--- src/rtl/cpu_bus_pkg.sv ---
package cpu_bus_pkg;

  typedef enum logic [2:0] {
    CYC_NONE  = 3'd0,
    CYC_MRD   = 3'd1,
    CYC_MWR   = 3'd2,
    CYC_IORD  = 3'd3,
    CYC_IOWR  = 3'd4,
    CYC_FETCH = 3'd5,
    CYC_INTA  = 3'd6
  } cyc_e;

  // Prioritised strobe decode; memory request is examined first.
  function automatic cyc_e classify(input logic m1_n, input logic rd_n,
                                    input logic wr_n, input logic mreq_n,
                                    input logic iorq_n);
    cyc_e k;
    k = CYC_NONE;
    if (!mreq_n) begin
      if (!rd_n)      k = m1_n ? CYC_MRD : CYC_FETCH;
      else if (!wr_n) k = CYC_MWR;
    end else if (!iorq_n) begin
      if (!m1_n)      k = CYC_INTA;
      else if (!rd_n) k = CYC_IORD;
      else if (!wr_n) k = CYC_IOWR;
    end
    return k;
  endfunction

  function automatic logic is_active(input cyc_e k);
    return k != CYC_NONE;
  endfunction

endpackage

--- src/rtl/cbt_decode.sv ---
module cbt_decode
  import cpu_bus_pkg::*;
(
  input  logic m1_n,
  input  logic rd_n,
  input  logic wr_n,
  input  logic mreq_n,
  input  logic iorq_n,
  output cyc_e kind
);
  always_comb kind = classify(m1_n, rd_n, wr_n, mreq_n, iorq_n);
endmodule

--- src/rtl/cbt_edge.sv ---
module cbt_edge
  import cpu_bus_pkg::*;
(
  input  logic clk,
  input  logic rst,
  input  cyc_e kind,
  output cyc_e kind_prev,
  output logic ev_begin,
  output logic ev_finish,
  output logic ev_hop
);
  cyc_e prev_q;

  always_ff @(posedge clk) begin
    if (rst) prev_q <= CYC_NONE;
    else     prev_q <= kind;
  end

  logic changed;
  always_comb begin
    changed   = (kind != prev_q);
    ev_begin  = changed && !is_active(prev_q);
    ev_finish = changed && !is_active(kind);
    ev_hop    = changed && is_active(prev_q) && is_active(kind);
  end

  assign kind_prev = prev_q;
endmodule

--- src/rtl/cbt_capture.sv ---
module cbt_capture
  import cpu_bus_pkg::*;
#(
  parameter int DATA_W = 8,
  parameter int ADDR_W = 16
) (
  input  logic              clk,
  input  logic              rst,
  input  cyc_e              kind,
  input  cyc_e              kind_prev,
  input  logic              ev_begin,
  input  logic              ev_finish,
  input  logic              ev_hop,
  input  logic [DATA_W-1:0] data_in,
  input  logic [ADDR_W-1:0] addr_in,
  output logic              cycle_clean,
  output logic              begin_pulse,
  output logic [ADDR_W-1:0] begin_addr,
  output logic              end_pulse,
  output logic [2:0]        end_kind,
  output logic [DATA_W-1:0] end_data,
  output logic              fault_pulse
);
  logic [DATA_W-1:0] data_q;
  logic              clean_q;
  logic              report_end;

  assign report_end  = ev_finish && clean_q;
  assign cycle_clean = clean_q;

  always_ff @(posedge clk) begin
    if (rst) begin
      data_q      <= '0;
      clean_q     <= 1'b0;
      begin_pulse <= 1'b0;
      end_pulse   <= 1'b0;
      fault_pulse <= 1'b0;
      begin_addr  <= '0;
      end_kind    <= '0;
      end_data    <= '0;
    end else begin
      begin_pulse <= ev_begin;
      end_pulse   <= report_end;
      fault_pulse <= ev_hop;
      if (is_active(kind)) data_q <= data_in;
      if (ev_begin) begin
        begin_addr <= addr_in;
        clean_q    <= 1'b1;
      end else if (ev_hop || ev_finish) begin
        clean_q    <= 1'b0;
      end
      if (report_end) begin
        end_kind <= kind_prev;
        end_data <= data_q;
      end
    end
  end
endmodule

--- src/rtl/cpu_bus_tracker.sv ---
module cpu_bus_tracker
  import cpu_bus_pkg::*;
#(
  parameter int DATA_W = 8,
  parameter int ADDR_W = 16
) (
  input  logic              clk,
  input  logic              rst,
  input  logic              m1_n,
  input  logic              rd_n,
  input  logic              wr_n,
  input  logic              mreq_n,
  input  logic              iorq_n,
  input  logic [DATA_W-1:0] data_in,
  input  logic [ADDR_W-1:0] addr_in,
  output logic [2:0]        kind_now,
  output logic              begin_pulse,
  output logic [ADDR_W-1:0] begin_addr,
  output logic              end_pulse,
  output logic [2:0]        end_kind,
  output logic [DATA_W-1:0] end_data,
  output logic              fault_pulse
);
  cyc_e kind_w;
  cyc_e kind_prev;
  logic ev_begin, ev_finish, ev_hop, cycle_clean;

  cbt_decode u_decode (
    .m1_n(m1_n), .rd_n(rd_n), .wr_n(wr_n),
    .mreq_n(mreq_n), .iorq_n(iorq_n), .kind(kind_w)
  );

  cbt_edge u_edge (
    .clk(clk), .rst(rst), .kind(kind_w), .kind_prev(kind_prev),
    .ev_begin(ev_begin), .ev_finish(ev_finish), .ev_hop(ev_hop)
  );

  cbt_capture #(.DATA_W(DATA_W), .ADDR_W(ADDR_W)) u_capture (
    .clk(clk), .rst(rst), .kind(kind_w), .kind_prev(kind_prev),
    .ev_begin(ev_begin), .ev_finish(ev_finish), .ev_hop(ev_hop),
    .data_in(data_in), .addr_in(addr_in), .cycle_clean(cycle_clean),
    .begin_pulse(begin_pulse), .begin_addr(begin_addr),
    .end_pulse(end_pulse), .end_kind(end_kind), .end_data(end_data),
    .fault_pulse(fault_pulse)
  );

  assign kind_now = kind_w;
endmodule

--- config.mk ---
export PLATFORM = sky130hd
export DESIGN_NAME = cpu_bus_tracker
export DESIGN_NICKNAME = d
export VERILOG_FILES = /design/src/rtl/cpu_bus_pkg.sv /design/src/rtl/cbt_decode.sv /design/src/rtl/cbt_edge.sv /design/src/rtl/cbt_capture.sv /design/src/rtl/cpu_bus_tracker.sv
export SDC_FILE = /design/constraint.sdc
export NUM_CORES = 1
export LEC_CHECK = 0
export BUFFER_PORTS_ARGS = -buffer_cell sky130_fd_sc_hd__buf_2
export CORE_AREA = 4 4 70 72
export DETAILED_ROUTE_END_ITERATION = 6
export DIE_AREA = 0 0 74 76
export GPL_ROUTABILITY_DRIVEN = 0
export HOLD_SLACK_MARGIN = 0.05
export PLACE_DENSITY = 0.79
export SYNTH_ARGS = -nofsm -noshare
export SYNTH_HDL_FRONTEND = slang
export SYNTH_SLANG_ARGS = --single-unit
--- constraint.sdc ---
create_clock -name clk -period 2 [get_ports clk]
set_clock_uncertainty 0.1 [all_clocks]
set_input_delay 0.1 -clock clk [delete_from_list [all_inputs] [get_ports clk]]
set_output_delay 0.1 -clock clk [all_outputs]
set_load 0.05 [all_outputs]
==> metrics.txt <==
Req. time, crit path=2.07 ns; via/cell ratio=5.11; Critical Path AT=1.69 ns; worst-margin pin slew=0.604 ns; EDFF count, synth=0; crit path to=u_capture.begin_addr[8]$_SDFFE_PP0P_; Comb pwr share=23.8%; Synth Flop Type=dfxtp_1; max incr delay on CP=0.46 ns; P&R area growth vs syn=37.6%; clk slew on worst S/H paths=0.08 ns; Syn Std Cell Area=1840 µm²; Crit. Startpoint=u_edge.kind_prev[0]$_SDFF_PP0_; status=finished, final reports clean; WL/cell=13.0 µm; largest area contributor in the netlist=dfxtp_1; Worst slew margin=59.7%; reg2reg start=u_edge.kind_prev[0]$_SDFF_PP0_; DPL Wire Length=2960 µm; Slew Limit Fails=0; Clk pwr share=31.0%; Synthesized Nets=247; worst hold slack=0.0928 ns; ranking of synthesized cells by area=dfxtp_1 (46%), nand2_1 (10%), a21oi_1 (6.8%); first-pass GRT wire length=7670 µm; clock root cell=clkbuf_8; # IOs=64; crit-path cells=nor3_1, nand2_1, nand2_1, a21oi_1; largest net degree at the start of global routing=23; Hold Violations, Final=0; number of core rows=24; Avg Cell Area, Syn=8.54 µm²; Clock H-tree levels=2; vias in the first global route=1703; Synth top area share=45.6%; RSZ-0062 raised after global routing=false; Synth Instances=216; # nets final=332; CTS tree=done; core footprint=4290 µm²; met1 GRT Util=20.5%; Max clock buf depth=2; max cap viols=0; total grt overflow=0; power per standard cell area=797 nW/µm²; CP Class=reg2reg; Commonest cells post-synth=nand2_1 (51), dfxtp_1 (42), a21oi_1 (25); Sw Share=30.8%; maximum VDD drop=393 µV; Detail Route Antenna Nets=0; initial antenna violation count=0; Leak Pwr=1.12 nW; worst reg2reg path endpoint=u_capture.begin_addr[8]$_SDFFE_PP0P_; Worst setup SP type=flip-flop; DR iter-0 viols=81; setup violators final=0; internal power=1.40 mW; Most Used Layer, Global Route=met2; drt total wl=4620 µm; Synthesis Warnings=0; Tightest Hold Check Type=in2reg; Tmin final=1.63 ns; cell at the slowest stage of the critical path=nand2_1; Starting Density=42.9%; worst skew pair latency=0.29 ns; DRC=0; die area=5620 µm²; Yosys reg bits=42; total CTS buffers=5; via count=1808; chip height=76 µm; First-pass DRT Iterations=4; Setup TNS Final=0 ns; post-CTS setup buffer count=0; crit-path max FO=18; most frequent cell after synthesis=nand2_1; Worst R2R Setup Slack=0.37 ns; met3 Use GR=5.01%; Peak Freq=615 MHz; sequential share of power=45.2%; met2 usage=28.3%; Buffers on Ports=63; fin crit share=81.3%; sequential-to-total area share from yosys stat=45.6%; clock sink count=42; FF-to-FF path depth=4; Async SR Flop Fraction=0%; final core utilization=59.1%; die width=74 µm; layout cell share with drive strength beyond 1=28.1%; GRT Overall Usage=17.2%; Ant. Diodes=0; CP dominant cell by count=nand2_1; CP Capture Type=flip-flop; sw power=622 µW; synth unique cells=34; Post-CTS Resized=0
## what timing repair did
action                                 in CTS  in global routing
setup endpoints to repair                   0                  0
hold buffers                               24                  0
endpoints found under the hold margin      24                  0
## sequential cells by signal, summed over array words and instances, names as in the netlist, 3 cells and up
signal                count
u_capture.begin_addr     16
u_capture.data_q          8
u_capture.end_data        8
u_capture.end_kind        3
u_edge.kind_prev          3
## cell usage in the layout (no fill, tap or decap)
cell type and n:
nand2b_4 1, and2_1 7, buf_2 63, buf_4 9
nor2_1 3, clkbuf_8 8, inv_1 4, nand3_1 1
xor2_1 1, o211ai_1 8, a21oi_1 25, a311o_1 2
a2111oi_1 1, a32oi_2 1, nand2_1 51, dfxtp_1 42
nor3b_1 1, xnor2_1 2, nor2b_1 10, a211oi_1 1
o21ai_4 1, a2bb2oi_1 8, o311ai_1 1, and3_1 2
nor3_1 1, a32o_1 1, a31oi_1 1, nand4bb_1 1
dlygate4sd3_1 24, nand4_1 18, mux2_4 1, nand2b_1 1
a21oi_2 1
## critical path, delay by kind of cell (launching register included)
| family | cells | cell delay (ns) |
|---|---|---|
| simple gates | 3 | 0.99 |
| flops | 1 | 0.33 |
| compound gates | 1 | 0.08 |
## area by class of cell
class / instances / area (µm²)
Timing Repair Buffer: 96 / 623
Sequential cell: 42 / 841
Multi-Input combinational cell: 152 / 883
Clock buffer: 8 / 110
Fill cell: 391 / 1760
Tap cell: 52 / 65.1
Inverter: 4 / 15.0
## cell families (layout without fill, tap and decap cells)
| group | Yosys count | count (layout) | share of synthesized area, % |
|---|---|---|---|
| and+or+nand+nor | 97 | 97 | 26.2 |
| AOI/OAI and AO/OA | 51 | 51 | 19.5 |
| DFF | 42 | 42 | 45.6 |
| buffers and inverters | 22 | 108 | 6.51 |
| xor gates and xnor gates | 3 | 3 | 1.42 |
| muxes | 1 | 1 | 0.814 |
## power by group through the flow
| stage | registers, mW | logic (mW) | clock network (mW) |
|---|---|---|---|
| after floorplan | 1.05 | 0.218 | 0 |
| after global routing | 0.920 | 0.519 | 0.682 |
| after CTS | 0.914 | 0.479 | 0.650 |
| after detailed placement | 0.933 | 0.444 | 0 |
| final | 0.914 | 0.481 | 0.628 |
| after global placement | 0.933 | 0.439 | 0 |
## how the worst min path moves through the flow
stage	slack (ns)	startpoint	to	cells past startpoint
after floorplan	0.14	data_in[0]	u_capture.data_q[0]$_SDFFE_PP0N_	2
after global placement	0.24	addr_in[0]	u_capture.begin_addr[0]$_SDFFE_PP0P_	3
after detailed placement	0.25	addr_in[2]	u_capture.begin_addr[2]$_SDFFE_PP0P_	3
after CTS	0.08	iorq_n	u_capture.data_q[7]$_SDFFE_PP0N_	4
after global routing	0.1	m1_n	u_edge.kind_prev[2]$_SDFF_PP0_	3
final	0.09	iorq_n	u_capture.data_q[7]$_SDFFE_PP0N_	4
## through the flow
step	std cells	instance area, µm²	worst slack, ns	total power [mW]
6_report	354	2540	0.375	2.02
5_1_grt	354	2540	0.229	2.12
4_1_cts	354	2540	0.372	2.04
3_5_place_dp	322	2190	0.311	1.38
3_3_place_gp	322	2190	0.359	1.37
2_1_floorplan	216	1840	0.255	1.26
## routing by layer
layer | up-vias | part of all wire (%)
met1 | 817 | 42
met5 | - | 0
met3 | 7 | 6.9
met2 | 56 | 49
li1 | 928 | -
met4 | 0 | 1.6
Power figures use the tool's default switching activity.
